`config.mk`:
```
export PLATFORM = sky130hd
export DESIGN_NAME = cascade_timer
export DESIGN_NICKNAME = d
export VERILOG_FILES = /design/src/rtl/ctmr_pkg.sv /design/src/rtl/ctmr_flag.sv /design/src/rtl/ctmr_count.sv /design/src/rtl/cascade_timer.sv
export SDC_FILE = /design/constraint.sdc
export NUM_CORES = 1
export LEC_CHECK = 0
export BUFFER_PORTS_ARGS = -buffer_cell sky130_fd_sc_hd__buf_2
export CAP_MARGIN = 20
export CORE_MARGIN = 8
export CORE_UTILIZATION = 47
export CTS_BUF_LIST = sky130_fd_sc_hd__clkbuf_2
export DETAILED_ROUTE_END_ITERATION = 12
export PLACE_DENSITY = 0.67
export SETUP_SLACK_MARGIN = 0.15
export SKIP_LAST_GASP = 1
export SYNTH_ARGS = -nofsm -noshare
export SYNTH_HDL_FRONTEND = slang
export SYNTH_SLANG_ARGS = --single-unit
```
`constraint.sdc`:
```
create_clock -name clk -period 3.1 [get_ports clk]
set_clock_uncertainty 0.1 [all_clocks]
set_input_delay 0.465 -clock clk [delete_from_list [all_inputs] [get_ports clk]]
set_output_delay 0.465 -clock clk [all_outputs]
set_load 0.005 [all_outputs]
```
`src/rtl/ctmr_pkg.sv`:
```
package ctmr_pkg;

    typedef enum logic [1:0] {
        FL_IDLE  = 2'd0,
        FL_PEND  = 2'd1,
        FL_ARMED = 2'd2
    } flag_state_e;

    typedef enum logic [2:0] {
        A_STAT = 3'd0,
        A_CMPL = 3'd1,
        A_CMPH = 3'd2,
        A_CNTL = 3'd3,
        A_CNTH = 3'd4
    } reg_addr_e;

    localparam int NFLAG     = 4;
    localparam int FI_OVF_LO = 0;
    localparam int FI_CMF_LO = 1;
    localparam int FI_OVF_HI = 2;
    localparam int FI_CMF_HI = 3;

    localparam int B_CCLR_LO = 0;
    localparam int B_OVIE_LO = 1;
    localparam int B_CCLR_HI = 4;
    localparam int B_OVIE_HI = 5;

    function automatic int flag_bit(input int k);
        return (k < 2) ? (3 - k) : (9 - k);
    endfunction

endpackage

```
`src/rtl/ctmr_flag.sv`:
```
module ctmr_flag
    import ctmr_pkg::*;
(
    input  logic clk,
    input  logic rst_n,
    input  logic set_ev,
    input  logic clr_req,
    input  logic rd_hit,
    output logic flag_q
);

    flag_state_e state_q;
    flag_state_e state_d;

    always_ff @(posedge clk or negedge rst_n) begin
        if (!rst_n) begin
            state_q <= FL_IDLE;
        end else begin
            state_q <= state_d;
        end
    end

    always_comb begin
        state_d = state_q;
        unique case (state_q)
            FL_IDLE: begin
                if (set_ev) state_d = FL_PEND;
            end
            FL_PEND: begin
                if (rd_hit) state_d = FL_ARMED;
            end
            FL_ARMED: begin
                if (clr_req && set_ev) state_d = FL_PEND;
                else if (clr_req)      state_d = FL_IDLE;
            end
            default: state_d = FL_IDLE;
        endcase
    end

    always_comb begin
        flag_q = (state_q != FL_IDLE);
    end

endmodule

```
`src/rtl/ctmr_count.sv`:
```
module ctmr_count #(
    parameter int W = 8
) (
    input  logic         clk,
    input  logic         rst_n,
    input  logic         cnt_en,
    input  logic         mode16,
    input  logic         cclr_lo,
    input  logic         cclr_hi,
    input  logic [W-1:0] cmp_lo,
    input  logic [W-1:0] cmp_hi,
    output logic [W-1:0] cnt_lo,
    output logic [W-1:0] cnt_hi,
    output logic         ovf_lo_ev,
    output logic         ovf_hi_ev,
    output logic         cmf_lo_ev,
    output logic         cmf_hi_ev
);

    localparam logic [W-1:0] CMAX = '1;

    logic [W-1:0] nxt_lo;
    logic [W-1:0] nxt_hi;
    logic         wrap_lo;
    logic         wrap_hi;
    logic         hit_lo;
    logic         hit_hi;
    logic         eq_lo;
    logic         eq_hi;

    always_comb begin
        eq_lo   = (cnt_lo == cmp_lo);
        eq_hi   = (cnt_hi == cmp_hi);
        nxt_lo  = cnt_lo + 1'b1;
        nxt_hi  = cnt_hi;
        wrap_lo = 1'b0;
        wrap_hi = 1'b0;
        if (mode16) begin
            if (cclr_hi && eq_lo && eq_hi) begin
                nxt_lo = '0;
                nxt_hi = '0;
            end else begin
                wrap_lo = (cnt_lo == CMAX);
                nxt_hi  = wrap_lo ? cnt_hi + 1'b1 : cnt_hi;
                wrap_hi = wrap_lo && (cnt_hi == CMAX);
            end
            hit_hi = (nxt_lo == cmp_lo) && (nxt_hi == cmp_hi);
        end else begin
            if (cclr_lo && eq_lo) begin
                nxt_lo = '0;
            end else begin
                wrap_lo = (cnt_lo == CMAX);
            end
            if (cclr_hi && eq_hi) begin
                nxt_hi = '0;
            end else begin
                nxt_hi  = cnt_hi + 1'b1;
                wrap_hi = (cnt_hi == CMAX);
            end
            hit_hi = (nxt_hi == cmp_hi);
        end
        hit_lo = (nxt_lo == cmp_lo);
    end

    always_ff @(posedge clk or negedge rst_n) begin
        if (!rst_n) begin
            cnt_lo <= '0;
            cnt_hi <= '0;
        end else if (cnt_en) begin
            cnt_lo <= nxt_lo;
            cnt_hi <= nxt_hi;
        end
    end

    always_comb begin
        ovf_lo_ev = cnt_en && wrap_lo;
        ovf_hi_ev = cnt_en && wrap_hi;
        cmf_lo_ev = cnt_en && hit_lo;
        cmf_hi_ev = cnt_en && hit_hi;
    end

endmodule

```
`src/rtl/cascade_timer.sv`:
```
module cascade_timer
    import ctmr_pkg::*;
#(
    parameter int W  = 8,
    parameter int AW = 3
) (
    input  logic          clk,
    input  logic          rst_n,
    input  logic          cnt_en,
    input  logic          mode16,
    input  logic [AW-1:0] addr,
    input  logic          rd_en,
    input  logic          wr_en,
    input  logic [W-1:0]  wdata,
    output logic [W-1:0]  rdata,
    output logic          irq_ovf_hi,
    output logic          irq_ovf_lo
);

    logic             cclr_lo;
    logic             cclr_hi;
    logic             ovie_lo;
    logic             ovie_hi;
    logic [W-1:0]     cmp_lo;
    logic [W-1:0]     cmp_hi;
    logic [W-1:0]     cnt_lo;
    logic [W-1:0]     cnt_hi;
    logic [NFLAG-1:0] set_ev;
    logic [NFLAG-1:0] clr_req;
    logic [NFLAG-1:0] flag_q;
    logic             sel_stat;
    logic             stat_rd;
    logic [7:0]       stat;

    assign sel_stat = (addr == AW'(A_STAT));
    assign stat_rd  = rd_en && sel_stat;

    always_ff @(posedge clk or negedge rst_n) begin
        if (!rst_n) begin
            cclr_lo <= 1'b0;
            cclr_hi <= 1'b0;
            ovie_lo <= 1'b0;
            ovie_hi <= 1'b0;
            cmp_lo  <= '0;
            cmp_hi  <= '0;
        end else if (wr_en) begin
            if (sel_stat) begin
                cclr_lo <= wdata[B_CCLR_LO];
                cclr_hi <= wdata[B_CCLR_HI];
                ovie_lo <= wdata[B_OVIE_LO];
                ovie_hi <= wdata[B_OVIE_HI];
            end
            if (addr == AW'(A_CMPL)) cmp_lo <= wdata;
            if (addr == AW'(A_CMPH)) cmp_hi <= wdata;
        end
    end

    ctmr_count #(.W(W)) u_count (
        .clk       (clk),
        .rst_n     (rst_n),
        .cnt_en    (cnt_en),
        .mode16    (mode16),
        .cclr_lo   (cclr_lo),
        .cclr_hi   (cclr_hi),
        .cmp_lo    (cmp_lo),
        .cmp_hi    (cmp_hi),
        .cnt_lo    (cnt_lo),
        .cnt_hi    (cnt_hi),
        .ovf_lo_ev (set_ev[FI_OVF_LO]),
        .ovf_hi_ev (set_ev[FI_OVF_HI]),
        .cmf_lo_ev (set_ev[FI_CMF_LO]),
        .cmf_hi_ev (set_ev[FI_CMF_HI])
    );

    for (genvar k = 0; k < NFLAG; k++) begin : g_flag
        localparam int FB = flag_bit(k);
        assign clr_req[k] = wr_en && sel_stat && !wdata[FB];
        ctmr_flag u_flag (
            .clk     (clk),
            .rst_n   (rst_n),
            .set_ev  (set_ev[k]),
            .clr_req (clr_req[k]),
            .rd_hit  (stat_rd),
            .flag_q  (flag_q[k])
        );
    end

    always_comb begin
        stat = {flag_q[FI_OVF_HI], flag_q[FI_CMF_HI], ovie_hi, cclr_hi,
                flag_q[FI_OVF_LO], flag_q[FI_CMF_LO], ovie_lo, cclr_lo};
        case (addr)
            AW'(A_STAT): rdata = W'(stat);
            AW'(A_CMPL): rdata = cmp_lo;
            AW'(A_CMPH): rdata = cmp_hi;
            AW'(A_CNTL): rdata = cnt_lo;
            AW'(A_CNTH): rdata = cnt_hi;
            default:     rdata = '0;
        endcase
    end

    assign irq_ovf_hi = flag_q[FI_OVF_HI] && ovie_hi;
    assign irq_ovf_lo = flag_q[FI_OVF_LO] && ovie_lo;

endmodule

```
==> results of run 1 <==
-- kinds of logic after synthesis --
| group | Yosys count | share of synthesized area (%) |
|---|---|---|
| multiplexers | 32 | 9.05 |
| AO/OA/AOI/OAI | 123 | 22.3 |
| AND/OR/NAND/NOR | 172 | 24.2 |
| adder cells (fa/ha/maj) | 2 | 0.658 |
| buffers and inverters | 54 | 6.19 |
| flip-flops | 44 | 29.0 |
| XOR/XNOR | 33 | 8.69 |
-- flip-flops by register name, indices dropped and copies added, names as in the netlist --
name                   cells
ovie_hi                    1
cmp_lo                     8
g_flag.u_flag.state_q      8
cmp_hi                     8
cclr_lo                    1
u_count.cnt_hi             8
cclr_hi                    1
u_count.cnt_lo             8
ovie_lo                    1
-- path summary, 6_finish.rpt --
check	slack (ps)	end	start
min in group asynchronous	350	u_count.cnt_lo[3]	rst_n
max in group asynchronous	2030	g_flag[2].u_flag.state_q[0]	rst_n
min	170	cmp_hi[4]	wdata[4]
max reg2reg	260	g_flag[3].u_flag.state_q[0]	cmp_hi[1]
max	260	g_flag[3].u_flag.state_q[0]	cmp_hi[1]
min reg2reg	460	g_flag[1].u_flag.state_q[1]	g_flag[1].u_flag.state_q[1]
-- power by group --
part           internal (mW)  switching, mW  leakage (nW)  total, mW
logic                  0.641          0.730          1.12       1.37
registers              0.715          0.288         0.547       1.00
clock network          0.135          0.215        0.0406      0.351
-- cells in the mapped netlist, types with 4 or more instances --
| cell type | instances | area share, % |
|---|---|---|
| o211ai_1 | 4 | 0.79 |
| mux2_2 | 19 | 5.6 |
| mux2i_1 | 13 | 3.4 |
| nand4_1 | 7 | 1.2 |
| a211oi_1 | 6 | 1.2 |
| o22ai_1 | 8 | 1.3 |
| o21a_1 | 4 | 0.79 |
| nor2b_1 | 5 | 0.82 |
| or4_1 | 4 | 0.79 |
| and2_1 | 9 | 1.5 |
| xor2_1 | 9 | 2.1 |
| nor4_1 | 8 | 1.3 |
| clkbuf_1 | 27 | 2.7 |
| o21ai_0 | 35 | 4.6 |
| nor2_1 | 23 | 2.3 |
| nand3_1 | 18 | 2.4 |
| xnor2_1 | 21 | 4.8 |
| a221o_1 | 5 | 1.3 |
| or2_2 | 5 | 0.82 |
| nand2_1 | 53 | 5.2 |
| o31ai_1 | 4 | 0.79 |
| a21oi_1 | 15 | 2.0 |
| o32ai_1 | 4 | 0.92 |
| buf_1 | 4 | 0.39 |
| nor3_1 | 7 | 0.92 |
| nor3b_1 | 5 | 0.99 |
| nand2b_1 | 7 | 1.2 |
| dfrtp_1 | 44 | 29 |
| buf_2 | 8 | 1.1 |
| inv_1 | 12 | 1.2 |
-- worst min-delay path: stages --
cell and delay [ps]:
buf_2 130, nand2_1 50, o21ai_0 60
-- layout make-up --
type	count	area share, %
multi-input cells	362	59.6
flip-flops and latches	44	26.3
clock buffers	5	0.596
well taps	105	3.13
repair buffers	53	8.28
clock inverters	3	1.01
inverters	12	1.07
-- timing repair --
action / CTS / global route
endpoints found under the setup margin: 1 / 2
hold endpoints to repair: 0 / 14
buffers inserted: 0 / 0
hold buffers: 0 / 1
resized for setup: 1 / 9
pin swaps: 0 / 0
-- per-layer routing --
layer / GRT usage [%] / share of wire (%) / wire, um
met1: 30.1 / 46 / 5600
met2: 33.6 / 46 / 5530
met3: 2.36 / 5.5 / 672
met4: 7.54 / 2.6 / 320
met5: 0 / 0 / 0
-- metrics by stage --
stage	area (um^2)	hold slack, ps	total power, mW
after floorplan	3800	69.4	1.93
after global placement	4060	421	2.31
after detailed placement	4060	431	2.33
after CTS	4140	85.5	2.68
after global routing	4200	166	2.90
final	4200	175	2.72
==> impl_results.rst, run 1 <==
.. list-table::
   :header-rows: 1

   * - Metric
     - Value
   * - Wire length of the first global-routing pass
     - 19,400 um
   * - Clock-pin slew of the registers on the worst-case setup and hold paths
     - 270 ps
   * - Mean Syn Cell Area
     - 8.27 um^2
   * - Cell class contributing the biggest share of worst-path delay
     - simple AND/OR/NAND/NOR gates
   * - Required time reported for the critical path endpoint
     - 3380 ps
   * - Peak ir drop on the vdd network
     - 0.000368 V
   * - Worst hold-check path type
     - in -> reg
   * - Post-route ant nets
     - 0
   * - Routed wire length
     - 12,100 um
   * - RSZ-0062 raised after global routing
     - no
   * - CP Depth
     - 7
   * - Largest net degree at the start of global routing
     - 45
   * - Number of cells produced by synthesis
     - 460
   * - Cell Count Post-Placement
     - 574
   * - Number of antenna violations at the first check in global routing
     - 0
   * - Area grow syn2layout
     - 10.4%
   * - Cell with the biggest individual delay on the critical path
     - dfrtp_2
   * - Post-synthesis cell area
     - 3800 um^2
   * - FFs w/ async S/R, synth
     - 100%
   * - Floorplan die height
     - 106 um
   * - Register area share after synthesis
     - 29.0%
   * - Primary FF master, synth
     - dfrtp_1
   * - Die X
     - 106 um
   * - Number of search-and-repair iterations in the first detailed-routing pass
     - 5
   * - Core area
     - 8010 um^2
   * - Reported leakage power
     - 1.71 nW
   * - Area occupied by multi-input gates
     - 2500 um^2
   * - Estimated wirelength of the detail-placed design
     - 9320 um
   * - Worst relative slew slack
     - 57.5%
   * - Final Hold Vio Count
     - 0
   * - Data arrival time of the critical path
     - 3120 ps
   * - Num CTS Buffers
     - 5
   * - Depth of the worst hold-timing path
     - 3
   * - Power per Cell Area
     - 649 nW/um^2
   * - Remaining DRCs
     - 0
   * - Max Slew Vio Count
     - 0
   * - First-iteration detailed-routing DRC count
     - 294
   * - Count of state elements after synthesis
     - 44
   * - Clock H-tree levels
     - 2
   * - Crit start category
     - flop
   * - Setup Total Neg Slack
     - 0 ps
   * - Post-synthesis cell type count
     - 70
   * - Number of cells on the worst reg-to-reg path
     - 7
   * - Diode insertion count for antenna repair
     - 0
   * - Transition time at the pin with the least slew margin
     - 636 ps
   * - Most common cell after layout, fill and taps aside
     - nand2_1
   * - Number of standard cells in the layout, taps in and fillers out
     - 584
   * - Full die area
     - 11,200 um^2
   * - Fill cell instance count of the final layout
     - 782
   * - Final estimated routing congestion in global placement
     - 0.927
   * - Critical path cell sequence
     - and2b_1 > or3b_4 > or3_1 > o22a_1 > o32ai_1 > nand4_1 > o31ai_2
   * - Highest achievable clock rate
     - 0.352 GHz
   * - Detail-routed net length per standard cell
     - 20.8 um
   * - Final Setup Violations
     - 0
   * - Vias after detailed routing
     - 3,697
   * - Status
     - complete, no violations
   * - Count of pins on the block boundary
     - 27
   * - Slack of the critical path
     - 259 ps
   * - Shortest period the worst path allows
     - 2840 ps
   * - Buffers from clock root to sink, at most
     - 2
   * - Largest incremental delay on the critical path
     - 540 ps
   * - Via count of the first global-routing pass
     - 3,555
   * - Fraction of final layout cells sized beyond drive strength 1
     - 21.1%
   * - Worst slack after detailed placement
     - 184 ps
   * - Final-stage net count
     - 497
   * - Buffer cell driving the clock tree root
     - clkbuf_2
   * - Global route overflow
     - 0
   * - Source-to-sink clock delay at the later pin of the worst-skew pair
     - 430 ps
   * - Final Core Density
     - 52.4%
   * - Global-route usage over all layers
     - 21.5%
   * - Number of buffers and inverters on the critical path
     - 0
   * - Worst Path Class, Setup
     - reg -> reg
   * - Commonest non-fill, non-tap cells in the layout
     - 53 x nand2_1, 41 x dfrtp_1, 35 x o21ai_0
   * - Footprint of the flip-flops and latches
     - 1100 um^2
   * - Starting density of the core
     - 47.5%
   * - Number of buffers added on ports
     - 26
   * - Number of max-capacitance violations reported
     - 0
   * - Net count of the mapped netlist
     - 479
   * - Warnings from Yosys
     - 0
   * - Crit path max fanout
     - 11
   * - Count of flip-flops with a built-in enable after synthesis
     - 0
   * - Kind of end point of the critical path
     - flop
   * - Clock sink total
     - 44
   * - Average via count per standard cell
     - 6.33
   * - Final cycle utilization of the critical path
     - 91.6%
   * - Floorplan row count
     - 33
   * - TritonCTS clock tree
     - built
Note: power is estimated with default switching activity, not from simulation.
==> run 2: changes to the inputs <==
--- a/config.mk
+++ b/config.mk
@@ -11,7 +11,7 @@
 export CORE_UTILIZATION = 47
 export CTS_BUF_LIST = sky130_fd_sc_hd__clkbuf_2
 export DETAILED_ROUTE_END_ITERATION = 12
-export PLACE_DENSITY = 0.67
+export PLACE_DENSITY = 0.71
 export SETUP_SLACK_MARGIN = 0.15
 export SKIP_LAST_GASP = 1
 export SYNTH_ARGS = -nofsm -noshare
==> constraint.sdc (replaced) <==
create_clock -name clk -period 3.65 [get_ports clk]
set_clock_uncertainty 0.1 [all_clocks]
set_input_delay 0.5475 -clock clk [delete_from_list [all_inputs] [get_ports clk]]
set_output_delay 0.5475 -clock clk [all_outputs]
set_load 0.005 [all_outputs]
==> run 2 against run 1 <==
Compared with the run above: via count is 0.84% lower; first-iteration DRC count is 32% higher; die area stayed put; sequential cell count stayed put; sequential power is 7% lower; setup slack better by 240 ps; register-to-register slack better by 240 ps; cell count is 3.1% lower; maximum frequency is 9.7% lower; highest routed layer unchanged; combinational power is 27% lower; global-route usage is 1.4 points lower; worst hold slack better by 83 ps.
==> impl_results.rst, run 2 (synthesis gave the netlist of run 1 again) <==
.. list-table::
   :header-rows: 1

   * - Metric
     - Value
   * - Final Hold Vio Count
     - 0 (unchanged)
   * - Wire length of the first global-routing pass
     - 18,300 um (-6.0%)
   * - Clock H-tree levels
     - 2 (unchanged)
   * - Die X
     - 106 um (unchanged)
   * - Buffer cell driving the clock tree root
     - clkbuf_2
   * - Core area
     - 8010 um^2 (unchanged)
   * - Clock-pin slew of the registers on the worst-case setup and hold paths
     - 250 ps (-20 ps)
   * - Via count of the first global-routing pass
     - 3,456 (-2.8%)
   * - Remaining DRCs
     - 0 (unchanged)
   * - RSZ-0062 raised after global routing
     - no
   * - Number of max-capacitance violations reported
     - 0 (unchanged)
   * - Final Core Density
     - 50.2% (-2.2 points)
   * - Buffers from clock root to sink, at most
     - 2 (unchanged)
   * - Required time reported for the critical path endpoint
     - 3930 ps (+550 ps)
   * - Starting density of the core
     - 47.5% (unchanged)
   * - Count of pins on the block boundary
     - 27 (unchanged)
   * - Slack of the critical path
     - 503 ps (+244 ps)
   * - TritonCTS clock tree
     - built
   * - Crit path max fanout
     - 17 (+6)
   * - Final Setup Violations
     - 0 (unchanged)
   * - Worst relative slew slack
     - 56.6% (-0.92 points)
   * - Global-route usage over all layers
     - 20.1% (-1.4 points)
   * - Area grow syn2layout
     - 5.82%
   * - Setup Total Neg Slack
     - 0 ps (unchanged)
   * - Number of antenna violations at the first check in global routing
     - 0 (unchanged)
   * - Clock sink total
     - 44 (unchanged)
   * - Diode insertion count for antenna repair
     - 0 (unchanged)
   * - Global route overflow
     - 0 (unchanged)
   * - Largest net degree at the start of global routing
     - 45 (unchanged)
   * - Worst slack after detailed placement
     - 637 ps (+453 ps)
   * - Worst hold-check path type
     - in -> reg
   * - Source-to-sink clock delay at the later pin of the worst-skew pair
     - 440 ps (about the same)
   * - Number of cells on the worst reg-to-reg path
     - 7 (unchanged)
   * - R2R setup slack
     - 500 ps (+240 ps)
   * - Data arrival time of the critical path
     - 3420 ps (+300 ps)
   * - Num CTS Buffers
     - 5 (unchanged)
   * - Final cycle utilization of the critical path
     - 86.2% (-5.4 points)
   * - Peak ir drop on the vdd network
     - 0.000317 V (-14%)
   * - Cell area reported after detailed placement
     - 3930 um^2 (-3.3%)
   * - Post-route ant nets
     - 0 (unchanged)
   * - Crit start category
     - flop
   * - Full die area
     - 11,200 um^2 (unchanged)
   * - Post-CTS resize count
     - 0 (-1)
   * - Number of search-and-repair iterations in the first detailed-routing pass
     - 4 (-1)
   * - Detail-routed net length per standard cell
     - 20.2 um (-2.6%)
   * - Depth of the worst hold-timing path
     - 2 (-1)
   * - Vias after detailed routing
     - 3,666 (-0.84%)
   * - Worst Path Class, Setup
     - reg -> reg
   * - Reported leakage power
     - 1.62 nW (-5.3%)
   * - Max Slew Vio Count
     - 0 (unchanged)
   * - First-iteration detailed-routing DRC count
     - 389 (+32%)
   * - Highest achievable clock rate
     - 0.318 GHz (-9.7%)
   * - Commonest non-fill, non-tap cells in the layout
     - 53 x nand2_1, 44 x dfrtp_1, 35 x o21ai_0
   * - Most common cell after layout, fill and taps aside
     - nand2_1
   * - Estimated wirelength of the detail-placed design
     - 8500 um (-8.7%)
   * - Number of buffers added on ports
     - 26 (unchanged)
   * - Transition time at the pin with the least slew margin
     - 651 ps (+15.2 ps)
   * - Kind of end point of the critical path
     - flop
   * - Final estimated routing congestion in global placement
     - 0.962 (+3.7%)
   * - Power per Cell Area
     - 551 nW/um^2 (-15%)
   * - Floorplan row count
     - 33 (unchanged)
   * - Floorplan die height
     - 106 um (unchanged)
   * - Status
     - complete, no violations
   * - Routed wire length
     - 11,500 um (-5.6%)
   * - Final cell area excluding filler cells
     - 4020 um^2 (-4.2%)
   * - Average via count per standard cell
     - 6.48 (+2.3%)
   * - Fraction of final layout cells sized beyond drive strength 1
     - 16.1% (-5.0 points)
   * - Shortest period the worst path allows
     - 3150 ps (+306 ps)
   * - Final-stage net count
     - 479 (-3.6%)
[run 2: final cells by class]
type                       count  area (um^2)
sequential                    44         1100
clock inverter                 3         42.5
timing repair buffer          35          213
inverter                      12         45.0
tap                          105          131
clock buffer                   5         25.0
fill                         766         3990
multi-input combinational    362         2470
[run 2: power breakdown]
group / switching (mW) / total [mW] / internal, mW
sequential: 0.325 / 0.929 / 0.604
clock: 0.179 / 0.294 / 0.115
combinational: 0.505 / 0.994 / 0.489
[run 2: final timing paths]
path | startpoint | end
hold / removal | wdata[0] | cclr_lo
hold reg to reg | g_flag[0].u_flag.state_q[1] | g_flag[0].u_flag.state_q[1]
setup reg to reg | cmp_hi[1] | g_flag[3].u_flag.state_q[0]
max in group asynchronous | rst_n | u_count.cnt_lo[1]
setup / recovery | cmp_hi[1] | g_flag[3].u_flag.state_q[0]
min in group asynchronous | rst_n | u_count.cnt_lo[3]
[run 2: layer usage]
layer  share of wire [%]  track usage (%)  wire length (um)  vias up
li1                    -                -                 -     1696
met1                  44             26.1              5050     1736
met2                  44             31.4              5030      190
met3                 7.0             3.33               804       44
met4                 5.0             10.7               571        0
met5                   0                0                 0        -
[run 2: repair_timing]
item	4_1_cts	5_1_grt
buffers inserted	0	0
hold buffers	0	1
hold endpoints to repair	0	11
[run 2: worst max-delay path: stages, from the launching register on]
cell     delay, ps
dfrtp_1        600
and2b_1        240
or3b_4         390
or3_1          670
o22a_1         310
o32ai_1        340
nand4_1        180
o31ai_2        270
[run 2: stage by stage]
| step | cells | power (mW) | hold slack, ps |
|---|---|---|---|
| CTS | 564 | 2.19 | 148 |
| global route | 566 | 2.36 | 231 |
| finish | 566 | 2.22 | 258 |
| floorplan | 460 | 1.64 | 152 |
| detailed placement | 556 | 1.89 | 445 |
| global placement | 556 | 1.88 | 435 |
==> run 3: changes to the inputs <==
--- a/config.mk
+++ b/config.mk
@@ -5,6 +5,7 @@
 export SDC_FILE = /design/constraint.sdc
 export NUM_CORES = 1
 export LEC_CHECK = 0
+export ABC_AREA = 1
 export BUFFER_PORTS_ARGS = -buffer_cell sky130_fd_sc_hd__buf_2
 export CAP_MARGIN = 20
 export CORE_MARGIN = 8
==> run 3 against run 2 <==
Compared with the run above: power down 18%; critical endpoint unchanged; sequential share of layout area is 2.0 points higher; worst hold slack improved by 2.8 ps; non-clock buffer count down 7.
==> impl_results.rst, run 3 <==
.. list-table::
   :header-rows: 1

   * - Metric
     - Value
   * - Leading cell types by count after synthesis
     - 205 x nand2_1, 59 x inv_1, 56 x o21ai_0, 52 x nand3_1, 52 x nor2_1
   * - Count of state elements after synthesis
     - 44 (unchanged)
   * - Crit start category
     - flop
   * - Final-stage net count
     - 604 (+26%)
   * - Vias after detailed routing
     - 3,896 (+6.3%)
   * - Fill cell instance count of the final layout
     - 789 (+3.0%)
   * - Number of cells produced by synthesis
     - 565 (+23%)
   * - Num CTS Buffers
     - 5 (unchanged)
   * - Terminating pin of the worst hold path
     - cmp_hi[2]
   * - Global route overflow
     - 0 (unchanged)
   * - Number of max-capacitance violations reported
     - 0 (unchanged)
   * - Routed wire length
     - 11,200 um (-2.0%)
   * - Full die area
     - 10,500 um^2 (-6.5%)
   * - Required time reported for the critical path endpoint
     - 3960 ps (+30 ps)
   * - Shortest period the worst path allows
     - 2610 ps (-532 ps)
   * - Post-route ant nets
     - 0 (unchanged)
   * - Mean Syn Cell Area
     - 6.22 um^2 (-25%)
   * - Status
     - complete, no violations
   * - Beginning of the worst register-to-register path
     - u_count.cnt_lo[0]
   * - Switching share of total power
     - 48.3% (+2.7 points)
   * - TritonCTS clock tree
     - built
   * - First-iteration detailed-routing DRC count
     - 349 (-10%)
   * - Final estimated routing congestion in global placement
     - 0.944 (-1.9%)
   * - Highest achievable clock rate
     - 0.382 GHz (+20%)
   * - Data arrival time of the critical path
     - 2920 ps (-500 ps)
   * - Core area
     - 7250 um^2 (-9.5%)
   * - Final Setup Violations
     - 0 (unchanged)
   * - R2R setup slack
     - 1040 ps (+530 ps)
   * - Die X
     - 102 um (-3.3%)
   * - Number of antenna violations at the first check in global routing
     - 0 (unchanged)
   * - Number of buffers added on ports
     - 26 (unchanged)
   * - Post-CTS resize count
     - 0 (unchanged)
   * - Peak ir drop on the vdd network
     - 0.000251 V (-21%)
   * - Starting density of the core
     - 48.4% (+0.97 points)
   * - Cell type with the highest aggregate area in the netlist
     - dfrtp_1
   * - Sequential Power Share
     - 40.6% (-1.3 points)
   * - Combinational group share of total power
     - 46.2% (+1.4 points)
   * - Power per Cell Area
     - 486 nW/um^2 (-12%)
   * - Register area share after synthesis
     - 31.3% (+2.4 points)
   * - Remaining DRCs
     - 0 (unchanged)
   * - Source-to-sink clock delay at the later pin of the worst-skew pair
     - 460 ps (+20 ps)
   * - Psw
     - 0.879 mW (-13%)
   * - Critical path cell sequence
     - ha_1 > nand2_1 > nor2_4 > nand2_2 > inv_2 > nand3_1 > o21ai_0 > nand2_1 > nand2_1 > nand2_1 > nor2_1 > nand2_1 > nor2_1 > nand2_1 > nand2_1 > nand2_1 > nand2_1
   * - Critical path's most frequent cell
     - nand2_1
   * - Count of flip-flops with a built-in enable after synthesis
     - 0 (unchanged)
   * - Most common cell after layout, fill and taps aside
     - nand2_1
   * - Global-route usage over all layers
     - 22.7% (+2.6 points)
   * - Diode insertion count for antenna repair
     - 0 (unchanged)
   * - Final cycle utilization of the critical path
     - 71.6% (-15 points)
   * - Largest net degree at the start of global routing
     - 45 (unchanged)
   * - Clock sink total
     - 44 (unchanged)
   * - Synth top area share
     - 31.3% (+2.4 points)
   * - Primary FF master, synth
     - dfrtp_1
   * - Average via count per standard cell
     - 5.69 (-12%)
   * - Worst relative slew slack
     - 55.7% (-0.87 points)
   * - Via count of the first global-routing pass
     - 3,628 (+5.0%)
   * - Floorplan row count
     - 31 (-6.1%)
   * - Final Hold Vio Count
     - 0 (unchanged)
   * - Kind of end point of the critical path
     - flop
   * - Count of pins on the block boundary
     - 27 (unchanged)
   * - Floorplan die height
     - 102 um (-3.3%)
   * - Setup Total Neg Slack
     - 0 ps (unchanged)
   * - Commonest non-fill, non-tap cells in the layout
     - 205 x nand2_1, 59 x inv_1, 56 x o21ai_0
   * - Warnings from Yosys
     - 0 (unchanged)
   * - Worst Path Class, Setup
     - reg -> reg
   * - Post-synthesis cell area
     - 3510 um^2 (-7.6%)
   * - FFs w/ async S/R, synth
     - 100% (unchanged)
   * - Footprint of the flip-flops and latches
     - 1100 um^2 (unchanged)
   * - Estimated wirelength of the detail-placed design
     - 8500 um (about the same)
   * - Largest cells by area after synthesis
     - dfrtp_1 31%, nand2_1 22%, o21ai_0 8.0%
   * - Area occupied by multi-input gates
     - 2050 um^2 (-17%)
   * - Crit path max fanout
     - 14 (-3)
   * - Transition time at the pin with the least slew margin
     - 661 ps (+9.41 ps)
   * - Reported leakage power
     - 1.95 nW (+20%)
   * - Detail-routed net length per standard cell
     - 16.4 um (-19%)
   * - Internal power consumption
     - 0.942 mW (-22%)
   * - Fraction of power consumed by the clock network
     - 13.1% (-0.2 points)
   * - Clock-pin slew of the registers on the worst-case setup and hold paths
     - 280 ps (+30 ps)
   * - Wire length of the first global-routing pass
     - 18,300 um (+0.42%)
   * - Net count of the mapped netlist
     - 584 (+22%)
   * - Buffer count from post-CTS setup fixing
     - 0 (unchanged)
   * - Worst hold-check path type
     - in -> reg
   * - Hold path start
     - wdata[2]
   * - Cell with the biggest individual delay on the critical path
     - dfrtp_1
   * - Area grow syn2layout
     - 6.80%
   * - Fraction of final layout cells sized beyond drive strength 1
     - 10.9% (-5.1 points)
   * - Post-synthesis cell type count
     - 31 (-56%)
   * - Most instantiated library cell after synthesis
     - nand2_1
   * - Depth of the worst hold-timing path
     - 3 (+1)
   * - Buffer cell driving the clock tree root
     - clkbuf_2
   * - Buffers from clock root to sink, at most
     - 2 (unchanged)
   * - Final Core Density
     - 51.7% (+1.5 points)
   * - Number of search-and-repair iterations in the first detailed-routing pass
     - 5 (+1)
   * - RSZ-0062 raised after global routing
     - no
   * - Max Slew Vio Count
     - 0 (unchanged)
   * - Number of cells on the worst reg-to-reg path
     - 17 (+10)
   * - Largest incremental delay on the critical path
     - 510 ps (-160 ps)
   * - Clock H-tree levels
     - 2 (unchanged)
   * - Reg2Reg Capture Point
     - g_flag[3].u_flag.state_q[0]
## run 3: cell count changes in the layout (fill, tap and decap cells not counted), moves of 8 or more
cell,before,now
nand3_1,18,52
mux2i_1,13,0
inv_1,12,59
nor4_1,8,0
inv_2,0,12
mux2_2,19,0
a21oi_1,15,5
o21ai_0,35,56
xnor2_1,21,0
nor2_1,23,52
nand2_1,53,205
## run 3: critical path, delay by kind of cell (launching register included)
kind	cells	cell delay [ps]
buf+inv	1	260
flops	1	510
compound gates	1	140
simple gates	14	1340
fa+ha+maj	1	200
## run 3: cell families after synthesis
group                    share of synthesized area, %
adder cells (fa/ha/maj)                         0.712
AND/OR/NAND/NOR                                  40.7
AO/OA/AOI/OAI                                    13.9
buffers and inverters                            10.2
flip-flops                                       31.3
XOR/XNOR                                         3.24
## run 3: what timing repair did
action | in CTS | in global routing
endpoints found under the setup margin | 0 | 0
endpoints found under the hold margin | 0 | 6
hold buffers | 0 | 1
## run 3: cell type report
class,instances,share of cell area [%]
clock buffers,6,0.800
clock inverters,2,0.433
inverters,71,7.10
multi-input cells,435,54.8
flip-flops and latches,44,29.3
well taps,99,3.30
repair buffers,28,4.27
## run 3: layer usage
layer  GRT usage [%]  wire (um)  vias up
li1                -          -     1859
met1            30.2       4980     1815
met2            35.8       5130      193
met3            3.75        836       29
met4            8.80        286        0
met5               0          0        -
## run 3: how the worst max path moves through the flow
stage / slack (ps) / start / endpoint
after global routing: 820 / u_count.cnt_lo[0] / g_flag[3].u_flag.state_q[0]
after detailed placement: 1080 / addr[1] / g_flag[1].u_flag.state_q[0]
after floorplan: 1600 / addr[1] / rdata[6]
after CTS: 1040 / g_flag[2].u_flag.state_q[1] / rdata[7]
after global placement: 1090 / addr[1] / rdata[3]
final: 1040 / u_count.cnt_lo[0] / g_flag[3].u_flag.state_q[0]
## run 3: power by group through the flow
stage,logic (mW),registers [mW],clock network (mW)
5_1_grt,0.959,0.754,0.268
3_5_place_dp,0.820,0.744,0
2_1_floorplan,0.636,0.693,0
3_3_place_gp,0.813,0.744,0
4_1_cts,0.827,0.735,0.246
6_report,0.842,0.740,0.239
## run 3: stage by stage
stage          cells  setup WS, ps  power (mW)  cell area [um^2]  hold WS, ps
2_1_floorplan    565          1600        1.33              3510          152
3_3_place_gp     675          1090        1.56              3680          392
3_5_place_dp     675          1080        1.56              3680          407
4_1_cts          683          1040        1.81              3720          154
5_1_grt          685           819        1.98              3750          229
6_report         685          1040        1.82              3750          260
